==> src/rtl/pcav_pkg.sv <==
package pcav_pkg;
    localparam int DATA_W  = 64;
    localparam int FLAG_W  = DATA_W / 2;
    localparam int BYTES   = DATA_W / 8;

    typedef enum logic [1:0] {
        OP_EQ  = 2'd0,
        OP_GT  = 2'd1,
        OP_AVG = 2'd2,
        OP_RSV = 2'd3
    } op_e;

    typedef struct packed {
        logic              vld;
        logic              err;
        logic              is_cmp;
        logic [DATA_W-1:0] res;
        logic [FLAG_W-1:0] flg;
    } pcav_state_t;
endpackage

==> src/rtl/pcav_cmp.sv <==
module pcav_cmp #(
    parameter int DW = 64
) (
    input  logic [DW-1:0] a,
    input  logic [DW-1:0] b,
    input  logic [1:0]    width_sel,
    input  logic          use_gt,
    input  logic          is_signed,
    output logic [DW-1:0] mask
);
    logic [DW-1:0] per_w [3];

    for (genvar s = 0; s < 3; s++) begin : g_size
        localparam int W     = 8 << s;
        localparam int LANES = DW / W;
        for (genvar l = 0; l < LANES; l++) begin : g_lane
            logic [W-1:0] xa, xb;
            logic         hit;
            // flipping the sign bit turns a signed order into an unsigned one
            assign xa  = a[l*W +: W] ^ {is_signed, {(W-1){1'b0}}};
            assign xb  = b[l*W +: W] ^ {is_signed, {(W-1){1'b0}}};
            assign hit = use_gt ? (xa > xb) : (xa == xb);
            assign per_w[s][l*W +: W] = {W{hit}};
        end
    end

    always_comb begin
        case (width_sel)
            2'd0:    mask = per_w[0];
            2'd1:    mask = per_w[1];
            2'd2:    mask = per_w[2];
            default: mask = '0;
        endcase
    end
endmodule

==> src/rtl/pcav_avg.sv <==
module pcav_avg #(
    parameter int DW = 64
) (
    input  logic [DW-1:0] a,
    input  logic [DW-1:0] b,
    input  logic          wide,
    input  logic          rnd,
    output logic [DW-1:0] avg
);
    logic [DW-1:0] per_w [2];

    for (genvar s = 0; s < 2; s++) begin : g_size
        localparam int W     = 8 << s;
        localparam int LANES = DW / W;
        for (genvar l = 0; l < LANES; l++) begin : g_lane
            logic [W:0] sum;
            assign sum = {1'b0, a[l*W +: W]} + {1'b0, b[l*W +: W]} + {{W{1'b0}}, rnd};
            assign per_w[s][l*W +: W] = sum[W:1];
        end
    end

    assign avg = wide ? per_w[1] : per_w[0];
endmodule

==> src/rtl/pcav_flags.sv <==
module pcav_flags #(
    parameter int DW = 64,
    localparam int FW = DW / 2
) (
    input  logic [DW-1:0] res,
    input  logic [1:0]    width_sel,
    input  logic          n_en,
    output logic [FW-1:0] flags
);
    logic [FW-1:0] per_w [3];

    for (genvar s = 0; s < 3; s++) begin : g_size
        localparam int W     = 8 << s;
        localparam int LANES = DW / W;
        localparam int BPL   = W / 8;
        logic [FW-1:0] loc;
        always_comb begin
            loc = '0;
            for (int l = 0; l < LANES; l++) begin
                loc[4*(l*BPL + BPL - 1) + 3] = n_en & res[l*W + W - 1];
                loc[4*(l*BPL + BPL - 1) + 2] = (res[l*W +: W] == '0);
            end
        end
        assign per_w[s] = loc;
    end

    always_comb begin
        case (width_sel)
            2'd0:    flags = per_w[0];
            2'd1:    flags = per_w[1];
            2'd2:    flags = per_w[2];
            default: flags = '0;
        endcase
    end
endmodule

==> src/rtl/pcav_unit.sv <==
module pcav_unit
    import pcav_pkg::*;
(
    input  logic              clk,
    input  logic              rst_n,
    input  logic              in_valid,
    input  logic [1:0]        op_sel,
    input  logic [1:0]        lane_sel,
    input  logic              cmp_signed,
    input  logic              avg_wide,
    input  logic              avg_round,
    input  logic [DATA_W-1:0] src_a,
    input  logic [DATA_W-1:0] src_b,
    output logic              res_valid,
    output logic [DATA_W-1:0] res_data,
    output logic [FLAG_W-1:0] res_flags,
    output logic              data_upd,
    output logic              ctrl_upd,
    output logic              undef_err
);
    pcav_state_t st_d, st_q;

    logic [DATA_W-1:0] cmp_mask, avg_val, res_d;
    logic [FLAG_W-1:0] flg_d;
    logic [1:0]        fwidth_d;
    logic              is_avg, bad_req;

    assign is_avg   = (op_sel == OP_AVG);
    assign bad_req  = (op_sel == OP_RSV) || (!is_avg && lane_sel == 2'd3);
    assign res_d    = is_avg ? avg_val : cmp_mask;
    assign fwidth_d = is_avg ? {1'b0, avg_wide} : lane_sel;

    pcav_cmp #(.DW(DATA_W)) u_cmp (
        .a(src_a), .b(src_b), .width_sel(lane_sel),
        .use_gt(op_sel == OP_GT), .is_signed(cmp_signed), .mask(cmp_mask)
    );

    pcav_avg #(.DW(DATA_W)) u_avg (
        .a(src_a), .b(src_b), .wide(avg_wide), .rnd(avg_round), .avg(avg_val)
    );

    pcav_flags #(.DW(DATA_W)) u_flags (
        .res(res_d), .width_sel(fwidth_d), .n_en(!is_avg), .flags(flg_d)
    );

    always_comb begin
        st_d     = st_q;
        st_d.vld = 1'b0;
        st_d.err = 1'b0;
        if (in_valid) begin
            if (bad_req) begin
                st_d.err = 1'b1;
            end else begin
                st_d.vld    = 1'b1;
                st_d.is_cmp = !is_avg;
                st_d.res    = res_d;
                st_d.flg    = flg_d;
            end
        end
    end

    always_ff @(posedge clk) begin
        if (!rst_n) st_q <= '0;
        else        st_q <= st_d;
    end

    assign res_valid = st_q.vld;
    assign data_upd  = st_q.vld;
    assign ctrl_upd  = st_q.vld;
    assign undef_err = st_q.err;
    assign res_data  = st_q.res;
    assign res_flags = st_q.flg;

    function automatic logic bytes_are_masks(input logic [DATA_W-1:0] v);
        logic ok;
        ok = 1'b1;
        for (int k = 0; k < BYTES; k++)
            if (v[8*k +: 8] != 8'h00 && v[8*k +: 8] != 8'hFF) ok = 1'b0;
        return ok;
    endfunction

    function automatic logic [FLAG_W-1:0] nib_bits(input logic [3:0] pat);
        logic [FLAG_W-1:0] m;
        for (int k = 0; k < BYTES; k++) m[4*k +: 4] = pat;
        return m;
    endfunction

    assert_err_excl_R4: assert property (@(posedge clk) disable iff (!rst_n)
        undef_err |-> !res_valid && !data_upd && !ctrl_upd);

    assert_err_hold_R11: assert property (@(posedge clk) disable iff (!rst_n)
        undef_err |-> $stable(res_data) && $stable(res_flags));

    assert_cmp_mask_R1: assert property (@(posedge clk) disable iff (!rst_n)
        (res_valid && st_q.is_cmp) |-> bytes_are_masks(res_data));

    assert_spare_flags_R10: assert property (@(posedge clk) disable iff (!rst_n)
        (res_flags & nib_bits(4'b0011)) == '0);

    assert_avg_no_n_R8: assert property (@(posedge clk) disable iff (!rst_n)
        (res_valid && !st_q.is_cmp) |-> (res_flags & nib_bits(4'b1000)) == '0);

    assert_pulse_R9: assert property (@(posedge clk) disable iff (!rst_n)
        res_valid |-> $past(in_valid));
endmodule

==> config.mk <==
export PLATFORM = sky130hd
export DESIGN_NAME = pcav_unit
export DESIGN_NICKNAME = d
export VERILOG_FILES = /design/src/rtl/pcav_pkg.sv /design/src/rtl/pcav_cmp.sv /design/src/rtl/pcav_avg.sv /design/src/rtl/pcav_flags.sv /design/src/rtl/pcav_unit.sv
export SDC_FILE = /design/constraint.sdc
export NUM_CORES = 1
export LEC_CHECK = 0
export ABC_AREA = 1
export BUFFER_PORTS_ARGS = -buffer_cell sky130_fd_sc_hd__buf_2
export CAP_MARGIN = 20
export CORE_MARGIN = 2
export CORE_UTILIZATION = 36
export DETAILED_ROUTE_END_ITERATION = 6
export SLEW_MARGIN = 20
export SYNTH_ARGS = -nofsm -noshare
export SYNTH_HDL_FRONTEND = slang
export SYNTH_SLANG_ARGS = --single-unit
export TNS_END_PERCENT = 1
==> constraint.sdc <==
create_clock -name clk -period 2.52 [get_ports clk]
set_input_delay 0.252 -clock clk [delete_from_list [all_inputs] [get_ports clk]]
set_output_delay 0.252 -clock clk [all_outputs]
set_load 0.005 [all_outputs]
Word-level counts from Yosys, hierarchy flattened
Cells that the tools add are included.
{"block": "word_totals", "reg_bits": 98, "latchBits": 0, "ram_bits": 0, "romBits": 0, "input_bits": 138, "out_inout_bits": 100, "wordCells": 143, "memories": 0}
{"block": "classes", "n_addsub": 24, "mul": 0, "div": 0, "magnitude_cmp": 14, "eq_ne": 22, "n_shift": 0, "n_mux": 21, "bitwise": 37, "n_reduce_logical": 21}
{"cell": "$pmux 64 s3", "count": 1}
{"cell": "$mux 64", "count": 2}
{"cell": "$xor 16x16->16", "count": 8}
{"cell": "$xor 32x32->32", "count": 4}
{"cell": "$xor 8x8->8", "count": 16}
{"cell": "$pmux 32 s3", "count": 1}
{"cell": "$add 8x8->9", "count": 8}
{"cell": "$add 9x1->9", "count": 8}
{"cell": "$add 16x16->17", "count": 4}
{"cell": "$add 17x1->17", "count": 4}
{"cell": "$eq 16x16->1", "count": 4}
{"cell": "$eq 32x32->1", "count": 2}
{"cell": "$eq 8x8->1", "count": 8}
{"cell": "$gt 16x16->1", "count": 4}
{"cell": "$gt 32x32->1", "count": 2}
{"cell": "$gt 8x8->1", "count": 8}
{"cell": "$logic_not 16->1", "count": 4}
{"cell": "$logic_not 32->1", "count": 2}
{"cell": "$logic_not 8->1", "count": 8}
{"cell": "$mux 1", "count": 16}
{"cell": "$eq 2x2->1 const B", "count": 5}
{"cell": "$and 1x1->1", "count": 8}
{"cell": "$eq 2x1->1 const B", "count": 3}
{"cell": "$logic_not 2->1", "count": 2}
{"cell": "other kinds (6)", "count": 7}

Logic depth before layout (Yosys ltp)
Gate-level depths: netlist of the first run.
{"block": "logic_depth", "depth_word": 7, "depth_mapped": 23, "mapped_depth_nobuf": 23}

Modules after synthesis
Synthesis of the first run repeated with hierarchy kept, for this count alone.
{"block": "unflattened", "hier_cells": 2364, "area_unflattened_um2": 13487.9}
{"mod": "pcav_unit", "n_inst": 1, "cells_per_inst": 936, "area_each_um2": 5557.8, "seq_area_each_um2": 1961.9}
{"mod": "pcav_avg", "n_inst": 1, "cells_per_inst": 819, "area_each_um2": 4389.2, "seq_area_each_um2": 0.0}
{"mod": "pcav_cmp", "n_inst": 1, "cells_per_inst": 502, "area_each_um2": 2996.6, "seq_area_each_um2": 0.0}
{"mod": "pcav_flags", "n_inst": 1, "cells_per_inst": 107, "area_each_um2": 544.3, "seq_area_each_um2": 0.0}

Worst setup path before layout of the first run
Ideal clock, no wire load.
{"block": "synth_path", "path_kind": "input -> register", "startpoint": "in src_a[32]", "endpoint": "reg st_q, in the netlist res_flags[22]", "setup_ps": 70, "t_arrival_ps": 2542, "t_required_ps": 2450, "setup_slack_ps": -93, "cell_stages": 20, "path_buffers": 0, "cell_sequence": "inv_1 ha_1 o21bai_1 inv_1 fa_1 inv_1 nand2_1 a21oi_1 nand2_1 nand2_1 nand2_1 a21oi_1 o21ai_0 nand2_1 nand2_1 nand3_1 nand4_1 nor2_1 nand3_1 a21oi_1"}
{"block": "synth_via", "elab_chain_len": 7, "word_cells_on_any_way": 22, "classes_between": "4 x add/sub; 3 x order compare; 3 x eq/ne; 7 x mux; 3 x bitwise; 2 x reduce/logical"}
{"item": "from (decl)", "line": "pcav_unit.sv:12", "rtl": "input logic [DATA_W-1:0] src_a,"}
{"item": "branches (longest 4 deep; another with $add 16x16->17)"}
{"item": "$mux 64 (*)", "line": "pcav_unit.sv:30", "rtl": "assign res_d = is_avg ? avg_val : cmp_mask;"}
{"item": "$logic_not 16->1 / $logic_not 8->1 (equally long branches)", "line": "pcav_flags.sv:21", "rtl": "loc[4*(l*BPL + BPL - 1) + 2] = (res[l*W +: W] == '0);"}
{"item": "$pmux 32 s3 (*)", "line": "pcav_flags.sv:28", "rtl": "case (width_sel)"}
{"item": "to (signal assigned)", "line": "pcav_unit.sv:64", "rtl": "else st_q <= st_d;"}
{"item": "to (decl)", "line": "pcav_unit.sv:21", "rtl": "pcav_state_t st_d, st_q;"}
Mark *: on every way between the ends.
A chain may end at the register's enable or synchronous reset.

Final worst setup path of the first run
{"block": "layout_path", "startpoint": "in src_b[0]", "endpoint": "reg st_q, in the netlist res_flags[6]"}
{"block": "layout_via", "elab_chain_len": 7, "word_cells_on_any_way": 22, "classes_between": "4 x add/sub; 3 x order compare; 3 x eq/ne; 7 x mux; 3 x bitwise; 2 x reduce/logical"}
{"item": "from (decl)", "line": "pcav_unit.sv:13", "rtl": "input logic [DATA_W-1:0] src_b,"}
{"item": "branches (longest 4 deep; another with $add 16x16->17)"}
{"item": "$mux 64 (*)", "line": "pcav_unit.sv:30"}
{"item": "$logic_not 16->1 / $logic_not 8->1 (equally long branches)", "line": "pcav_flags.sv:21"}
{"item": "$pmux 32 s3 (*)", "line": "pcav_flags.sv:28"}
Marks and branches as above.

==> flow_metrics.py, run 1 <==
metrics = {
    "outcome": {
        "outcome": "finished, final reports clean",
    },
    "clocking": {
        "path_clk_slew_ns": 0.06,
        "cts_tree": "done",
        "worstSkewPairLatency_ns": 0.35,
        "cts-buffers-inserted": 9,
        "ctsHoldBuffers": 0,
        "clk_path_buf_depth": 2,
        "cts_sinks": 82,
        "htree_levels": 3,
        "root_buffer": "clkbuf_16",
    },
    "timing": {
        "finalSetupViolations": 0,
        "setup_tns_ns": 0,
        "slew_headroom": 0.531,
        "drv_slew": 0,
        "fmax_mhz": 413,
        "clock_skew_ns": 0,
        "worstMarginPinSlew_ns": 0.700,
        "hold_violations": 0,
        "fin_crit_ns": 2.42,
        "rsz0062_at_grt": "yes",
        "whs_ns": 0.172,
        "period_share": 0.961,
    },
    "setup_path": {
        "end_kind": "flip-flop",
        "critPathRequiredTime_ns": 2.79,
        "slowest_delay_ns": 0.40,
        "path_max_fanout": 3,
        "path_buf_inv": 4,
        "arrival_ns": 2.70,
        "start_kind": "input port",
        "path_cells": "buf_6 > ha_4 > o21bai_1 > inv_1 > fa_2 > inv_2 > a21oi_2 > o21ai_1 > buf_4 > nand2_2 > nand3_2 > nand4_1 > nor2_1 > nand3_1 > nor2_2 > nand2_1 > a21oi_2 > nand3_1 > a21oi_1",
        "critPathSlowestCell": "fa_2",
        "path_class": "in2reg",
        "cp_top_family": "simple AND/OR/NAND/NOR gates",
    },
    "routing": {
        "vias": 11858,
        "drt_iter0_drc": 672,
        "drt_wl_total_um": 35300,
        "wl_per_cell_um": 14.5,
        "drc": 0,
        "viasPerCell": 4.86,
        "drtAntennaViolNets": 0,
        "dr.pass1.iters": 5,
    },
    "flow_run": {
        "drv_cap": 0,
    },
    "hold_path": {
        "hold_path_class": "in2reg",
    },
    "cells_and_area": {
        "drive_above_1_share": 0.258,
        "nNetsFinal": 2331,
        "syn_to_final_growth_pct": 33.2,
    },
    "synth": {
        "ys_seq_area_frac": 0.161,
        "avgSynthCellArea_sq_um": 6.13,
        "synthCells": 1659,
        "yosys_warnings": 0,
        "synth-edff-count": 0,
        "ys.flop_type": "dfxtp_1",
        "syn_area_sq_um": 10200,
        "ys_seq_elements": 82,
        "synth_cell_types": 48,
        "async_reset_ff_frac": 0,
    },
    "global_route": {
        "grt_pass1_wl_um": 55600,
        "gr-usage-all-layers": 0.239,
        "grt_max_degree": 61,
        "grt_pass1_vias": 11229,
        "antenna_found_initial": 3,
        "grt_overflow": 0,
    },
    "floorplanning": {
        "io-pin-count": 238,
        "die_x_um": 172,
        "initial_core_util": 0.366,
        "coreArea_sq_um": 27800,
        "die_h_um": 172,
        "die-area_sq_um": 29600,
        "core.rowCount": 61,
    },
    "place": {
        "port_buffers": 221,
        "dp_hpwl_um": 29300,
        "gp_congestion": 0.907,
    },
    "power_and_ir_drop": {
        "powerDensity_nw_per_um2": 383,
        "vdd_drop_max_uv": 246,
        "p_leak_uw": 0.00770,
    },
}
cells by family (layout without fill, tap and decap cells):
group | after synthesis | count (layout) | synth area share
flip-flops | 82 | 82 | 0.161
XOR/XNOR | 18 | 18 | 0.0155
adder cells (fa/ha/maj) | 140 | 140 | 0.178
other | 1 | 19 | 0.000369
buffers and inverters | 372 | 756 | 0.145
AND/OR/NAND/NOR | 680 | 680 | 0.291
AO/OA/AOI/OAI | 366 | 366 | 0.209
stage by stage:
stage	setup slack [ns]	total power, uW	instances	util	area, sq um
2_1_floorplan	-0.0261	2830	1674	-	10200
3_3_place_gp	-0.309	3790	2412	0.469	13000
3_5_place_dp	-0.423	3810	2412	0.469	13000
4_1_cts	-0.000325	5150	2429	0.480	13300
5_1_grt	-0.114	5590	2438	0.488	13500
6_report	0.0979	5180	2439	0.488	13500
sequential cells by signal, indices dropped and copies added, names as in the netlist:
register / flops
res_flags: 16
res_data: 64
ctrl_upd: 1
undef_err: 1
report_power, final:
group | switching, uW | internal [uW] | leakage, uW
logic | 1400 | 1020 | 0.00690
registers | 59.6 | 1390 | 0.000673
clock network | 574 | 750 | 0.000134
total | 2030 | 3150 | 0.00770
cell usage after synthesis, types with 18 or more instances:
cell,number,area [sq um]
nand2_1,356,1340
inv_1,293,1100
a21oi_1,158,791
nor2_1,150,563
ha_1,132,1650
o21ai_0,95,475
nand3_1,90,450
dfxtp_1,82,1640
o211ai_1,55,413
clkbuf_1,28,105
nor3_1,25,125
nand4_1,19,119
buf_4,18,135
inv_2,18,67.6
xor2_1,18,158
layout by cell type, fill, tap and decap left out, types with 14 or more instances in the layout:
master    netlist  layout
a21oi_1       158     152
buf_2          10     219
buf_4          18     206
conb_1          1      16
dfxtp_1        82      82
ha_1          132     128
inv_1         293     287
inv_2          18      22
nand2_1       356     350
nand3_1        90      87
nand4_1        19      19
nor2_1        150     144
nor3_1         25      25
o211ai_1       55      55
o21ai_0        95      91
o21bai_1       15      14
xor2_1         18      18
worst register-to-register path, cell delays in order, from the launching register on:
cell and delay (ns):
dfxtp_1 0.33, nor2_1 0.11, nor2_1 0.04, o21ai_0 0.09, inv_1 0.05
path summary, 6_finish.rpt:
check / slack [ns] / from / cells past startpoint / endpoint
setup reg to reg: 1.79 / res_data[30] / 4 / res_data[30]
hold reg to reg: 0.46 / res_flags[23] / 2 / res_flags[23]
hold / removal: 0.17 / in_valid / 3 / undef_err
setup / recovery: 0.1 / src_b[0] / 19 / res_flags[6]
layer usage:
layer,vias to the layer above,GRT usage,wire length (um)
li1,6163,-,-
met1,5335,0.298,15800
met2,315,0.418,16500
met3,45,0.0364,1910
met4,0,0.0822,1040
met5,-,0,0
what timing repair did:
action / CTS / global route
endpoints found under the setup margin: 3 / 17
endpoints found under the hold margin: 0 / 0
gates resized for setup: 4 / 42
pin swaps: 2 / 35
setup buffers: 1 / 7
final cells by class:
class	instances	area, sq um
tap	378	473
inverter	311	1170
multi-input combinational	1220	7250
sequential	82	1640
clock inverter	3	22.5
antenna	3	7.51
timing repair buffer	429	2710
fill	3013	14200
clock buffer	13	270
Note: power is estimated with default switching activity, not from simulation.
==> run 2: changes to the inputs <==
==> constraint.sdc (replaced) <==
create_clock -name clk -period 2.9 [get_ports clk]
set_input_delay 0.29 -clock clk [delete_from_list [all_inputs] [get_ports clk]]
set_output_delay 0.29 -clock clk [all_outputs]
set_load 0.005 [all_outputs]
==> flow_metrics.py, run 2 (synthesis results as in run 1) <==
metrics = {
    "outcome": {
        "outcome": "finished, final reports clean",
    },
    "routing": {
        "drtAntennaViolNets": 0,
        "vias": 11368,
        "drt_iter0_drc": 663,
        "drc": 0,
        "wl_per_cell_um": 15.0,
        "dr.pass1.iters": 5,
        "viasPerCell": 4.96,
        "drt_wl_total_um": 34400,
    },
    "clocking": {
        "ctsHoldBuffers": 0,
        "path_clk_slew_ns": 0.07,
        "root_buffer": "clkbuf_16",
        "postCtsSetupRepairBufs": 0,
        "htree_levels": 3,
        "clk_path_buf_depth": 2,
        "cts_tree": "done",
        "cts-buffers-inserted": 9,
        "worstSkewPairLatency_ns": 0.35,
        "cts_sinks": 82,
        "cts_resized": 0,
    },
    "hold_path": {
        "holdPathEnd": "undef_err",
        "worstHoldStart": "in_valid",
        "hold_path_class": "in2reg",
        "holdPathStages": 3,
    },
    "timing": {
        "worstMarginPinSlew_ns": 0.801,
        "setup_slack_ns": 0.342,
        "drv_slew": 0,
        "clock_skew_ns": 0,
        "slew_headroom": 0.464,
        "hold_violations": 0,
        "period_share": 0.882,
        "rsz0062_at_grt": "no",
        "finalSetupViolations": 0,
        "fin_crit_ns": 2.56,
        "setup_tns_ns": 0,
        "fmax_mhz": 391,
    },
    "setup_path": {
        "end_kind": "flip-flop",
        "rrSetupSlack_ns": 2.17,
        "r2r_cells": 2,
        "critPathRequiredTime_ns": 3.16,
        "path_max_fanout": 3,
        "arrival_ns": 2.82,
        "reg2reg_to": "res_flags[23]",
        "crit_start": "src_a[48]",
        "start_kind": "input port",
        "path_class": "in2reg",
        "reg2reg_from": "res_flags[23]",
    },
    "cells_and_area": {
        "design_area_sq_um": 12300,
        "drive_above_1_share": 0.183,
        "nFillCells": 3102,
        "largest_reg_flops": 64,
        "final_common_cell": "nand2_1",
        "nNetsFinal": 2186,
        "layout_common_cells": "356 x nand2_1, 292 x inv_1, 221 x buf_2",
        "finalNonFillerCells": 2292,
        "syn_to_final_growth_pct": 20.8,
    },
    "floorplanning": {
        "core.rowCount": 61,
        "die-area_sq_um": 29600,
        "initial_core_util": 0.366,
        "io-pin-count": 238,
        "coreArea_sq_um": 27800,
        "die_h_um": 172,
        "die_x_um": 172,
    },
    "power_and_ir_drop": {
        "powerDensity_nw_per_um2": 350,
        "p_leak_uw": 0.00701,
        "vdd_drop_max_uv": 224,
    },
    "global_route": {
        "grt_pass1_vias": 10673,
        "antenna_found_initial": 2,
        "grt_max_degree": 35,
        "grt_pass1_wl_um": 53800,
        "gr-usage-all-layers": 0.230,
        "grt_overflow": 0,
    },
    "place": {
        "dpl.cell_count": 2275,
        "port_buffers": 221,
        "dp_hpwl_um": 28600,
        "gp_congestion": 0.921,
        "post-place-ws_ns": -0.0580,
        "place_area_sq_um": 12000,
    },
    "flow_run": {
        "drv_cap": 0,
    },
}
-- run 2: cell types whose count changed in the layout (fill, tap and decap cells not counted), sizes merged --
cell | previous run | this run
diode | 3 | 1
clkinvlp | 3 | 1
clkbuf | 13 | 10
inv | 311 | 313
buf | 429 | 284
clkinv | 0 | 2
bufinv | 0 | 1
-- run 2: layer usage --
metal,share of wire,up-vias,track usage,wire length [um]
met5,0.00038,-,0,13
met4,0.017,2,0.0490,600
met3,0.059,38,0.0378,2050
met2,0.45,336,0.391,15600
met1,0.47,5134,0.306,16200
li1,-,5858,-,-
-- run 2: worst max-delay path by stage --
stage / depth (start not counted) / end
2_1_floorplan: 20 / res_flags[22]
3_3_place_gp: 16 / res_flags[14]
3_5_place_dp: 19 / res_flags[30]
4_1_cts: 19 / res_flags[30]
5_1_grt: 19 / res_flags[14]
6_report: 19 / res_flags[30]
-- run 2: per-stage QoR --
stage	utilization	power, uW	hold slack [ns]
2_1_floorplan	-	2460	0.432
3_3_place_gp	0.431	3090	0.452
3_5_place_dp	0.431	3100	0.452
4_1_cts	0.442	4310	0.207
5_1_grt	0.442	4630	0.206
6_report	0.442	4300	0.219
-- run 2: layout make-up --
class	instances	area, sq um	area share
Multi-Input combinational cell	1220	7120	0.579
Sequential cell	82	1640	0.134
Timing Repair Buffer	284	1580	0.129
Inverter	311	1170	0.0950
Tap cell	378	473	0.0385
Clock buffer	10	229	0.0186
Clock inverter	6	75.1	0.00611
Antenna cell	1	2.50	0.000204
-- run 2: report_power, final --
| part | switching, uW | internal, uW | total (uW) |
|---|---|---|---|
| logic | 1150 | 682 | 1830 |
| registers | 52.2 | 1210 | 1260 |
| clock network | 526 | 681 | 1210 |
| total | 1730 | 2570 | 4300 |
-- run 2: critical path, stage by stage --
cell and delay, ns:
buf_2 0.10, inv_1 0.05, ha_1 0.31, nor2_1 0.11, nor2_1 0.08, fa_1 0.38
inv_1 0.10, a21oi_1 0.08, o21ai_1 0.21, nand3_1 0.12, nand2_1 0.12, nand2_1 0.06
nand3_1 0.09, nand4_1 0.09, nor2_1 0.18, a21oi_1 0.09, nor2_1 0.11, nand4_1 0.08
a21oi_1 0.16
==> run 3: changes to the inputs <==
--- a/config.mk
+++ b/config.mk
@@ -5,7 +5,6 @@
 export SDC_FILE = /design/constraint.sdc
 export NUM_CORES = 1
 export LEC_CHECK = 0
-export ABC_AREA = 1
 export BUFFER_PORTS_ARGS = -buffer_cell sky130_fd_sc_hd__buf_2
 export CAP_MARGIN = 20
 export CORE_MARGIN = 2
==> flow_metrics.py, run 3 <==
metrics = {
    "routing": {
        "dr.pass1.iters": 5,
        "wl_per_cell_um": 16.4,
        "drc": 0,
        "vias": 11248,
        "drt_iter0_drc": 774,
        "drt_wl_total_um": 35000,
        "viasPerCell": 5.28,
        "drtAntennaViolNets": 0,
    },
    "timing": {
        "drv_slew": 0,
        "period_share": 1.06,
        "worstMarginPinSlew_ns": 0.801,
        "fin_crit_ns": 3.07,
        "hold_violations": 0,
        "fmax_mhz": 325,
        "clock_skew_ns": 0,
        "rsz0062_at_grt": "yes",
        "slew_headroom": 0.466,
        "setup_slack_ns": -0.174,
        "setup_tns_ns": -0.514,
        "finalSetupViolations": 7,
    },
    "flow_run": {
        "drv_cap": 0,
    },
    "cells_and_area": {
        "drive_above_1_share": 0.361,
        "nNetsFinal": 2064,
        "largest_reg_flops": 64,
        "nFillCells": 2637,
        "syn_to_final_growth_pct": 44.0,
        "finalNonFillerCells": 2132,
        "layout_common_cells": "317 x buf_4, 218 x buf_2, 129 x ha_1",
        "final_common_cell": "buf_4",
        "diodes": 0,
    },
    "global_route": {
        "grt_pass1_wl_um": 55300,
        "grt_pass1_vias": 10949,
        "antenna_found_initial": 0,
        "grt_max_degree": 82,
        "gr-usage-all-layers": 0.241,
        "grt_overflow": 0,
    },
    "clocking": {
        "root_buffer": "clkbuf_16",
        "cts_tree": "done",
        "worstSkewPairLatency_ns": 0.34,
        "clk_path_buf_depth": 2,
        "path_clk_slew_ns": 0.07,
        "cts_sinks": 82,
        "cts-buffers-inserted": 9,
        "htree_levels": 3,
        "ctsHoldBuffers": 0,
    },
    "setup_path": {
        "arrival_ns": 3.37,
        "slowest_delay_ns": 0.55,
        "crit_cells": 12,
        "path_buf_inv": 2,
        "start_kind": "input port",
        "path_max_fanout": 4,
        "path_class": "in2reg",
        "cp_top_family": "compound AO/OA/AOI/OAI gates",
        "r2r_cells": 2,
        "reg2reg_to": "res_flags[14]",
        "path_cells": "buf_2 > inv_1 > ha_1 > nand4_1 > nor4_4 > a21oi_2 > o32a_1 > a31o_1 > a211o_1 > or4_4 > a2111oi_4 > a41o_1",
        "critPathRequiredTime_ns": 3.19,
        "reg2reg_from": "res_flags[14]",
        "crit_start": "src_b[1]",
        "critPathSlowestCell": "or4_4",
        "rrSetupSlack_ns": 2.10,
        "end_kind": "flip-flop",
        "cp-endpoint": "res_flags[14]",
    },
    "synth": {
        "ys_seq_area_frac": 0.169,
        "avgSynthCellArea_sq_um": 7.44,
        "yosys_warnings": 0,
        "syn_area_sq_um": 9710,
        "synth.area.top_cells": "ha_1 17%, dfxtp_1 17%, o21ai_0 5.5%",
        "netlist_top_cells_count": "132 x ha_1, 123 x nor2_1, 118 x inv_1",
        "ys_seq_elements": 82,
        "synthCells": 1305,
        "synth.most_common_cell": "ha_1",
        "async_reset_ff_frac": 0,
        "synth_cell_types": 85,
        "synth-edff-count": 0,
        "ys.flop_type": "dfxtp_1",
        "yosysTopAreaCellShare": 0.170,
        "synth_top_cell_by_area": "ha_1",
    },
    "floorplanning": {
        "io-pin-count": 238,
        "initial_core_util": 0.363,
        "die-area_sq_um": 28300,
        "die_x_um": 168,
        "coreArea_sq_um": 26700,
        "core.rowCount": 60,
        "die_h_um": 168,
    },
    "power_and_ir_drop": {
        "vdd_drop_max_uv": 239,
        "power.total_uw": 4750,
        "powerDensity_nw_per_um2": 340,
        "p_leak_uw": 0.00699,
    },
    "outcome": {
        "outcome": "finished, violations left",
        "violations": "setup timing",
    },
    "place": {
        "dp_hpwl_um": 28300,
        "dpl.cell_count": 2113,
        "port_buffers": 221,
        "gp_congestion": 0.888,
    },
    "hold_path": {
        "hold_path_class": "in2reg",
    },
}
run 3: cell count changes after synthesis, moves of 21 or more:
cell      before  now
nand2b_1       0   23
nor2_1       150  123
o211ai_1      55   10
nand2_1      356   73
nor2b_1        0   28
xnor2_1        0   36
nor3_1        25   46
inv_1        293  118
a21oi_1      158   85
clkbuf_1      28   54
nand3_1       90   22
run 3: final cells by class:
| class | count | area [sq um] | share of cell area |
|---|---|---|---|
| timing repair buffer | 539 | 3530 | 0.253 |
| sequential | 82 | 1640 | 0.117 |
| multi-input combinational | 1036 | 7630 | 0.546 |
| clock buffer | 10 | 229 | 0.0164 |
| clock inverter | 6 | 73.8 | 0.00528 |
| inverter | 118 | 448 | 0.0320 |
| tap | 341 | 427 | 0.0305 |
run 3: worst min-delay path by stage:
stage	startpoint	endpoint	cells after the start	slack, ns
CTS	in_valid	undef_err	3	0.17
global route	in_valid	undef_err	3	0.21
detailed placement	res_flags[23]	res_flags[23]	2	0.46
finish	in_valid	undef_err	3	0.18
global placement	res_flags[23]	res_flags[23]	2	0.45
floorplan	in_valid	undef_err	2	0.40
run 3: metrics by stage:
stage	setup slack, ns	hold WS, ns	util	area, sq um
after global routing	-0.271	0.205	0.523	14000
after CTS	-0.149	0.170	0.517	13800
after global placement	-0.558	0.449	0.500	13400
after detailed placement	-0.675	0.465	0.500	13400
final	-0.174	0.180	0.523	14000
after floorplan	-0.299	0.404	-	9870
run 3: metal layers:
layer	routed length (um)	vias up	track usage
met4	1010	0	0.0663
met3	1610	62	0.0317
met1	15900	5234	0.315
met5	0	-	0
met2	16400	331	0.415
li1	-	5621	-
run 3: tightest hold or removal path, delay by kind of cell:
family,cells,cell delay (ns)
AND/OR/NAND/NOR,2,0.08
buffers and inverters,1,0.11
run 3: logic make-up after synthesis:
| kind of cell | Yosys count | synth area share |
|---|---|---|
| muxes | 5 | 0.00528 |
| other | 1 | 0.000386 |
| buffers and inverters | 202 | 0.0867 |
| AOI/OAI and AO/OA | 404 | 0.280 |
| DFF | 82 | 0.169 |
| adders and majority gates | 140 | 0.187 |
| xor gates and xnor gates | 49 | 0.0442 |
| and+or+nand+nor | 422 | 0.228 |
run 3: power breakdown:
group          internal, uW  leakage (uW)  switching, uW
logic                  1100       0.00617           1170
registers              1210      0.000674           51.4
clock network           680      0.000141            538
total                  2990       0.00699           1760
run 3: repair_timing:
| item | 4_1_cts | 5_1_grt |
|---|---|---|
| buffers inserted | 0 | 3 |
| endpoints found under the hold margin | 0 | 0 |
| cloned | 0 | 0 |
| pin swaps | 9 | 18 |
| endpoints found under the setup margin | 10 | 15 |
| resized for setup | 27 | 32 |
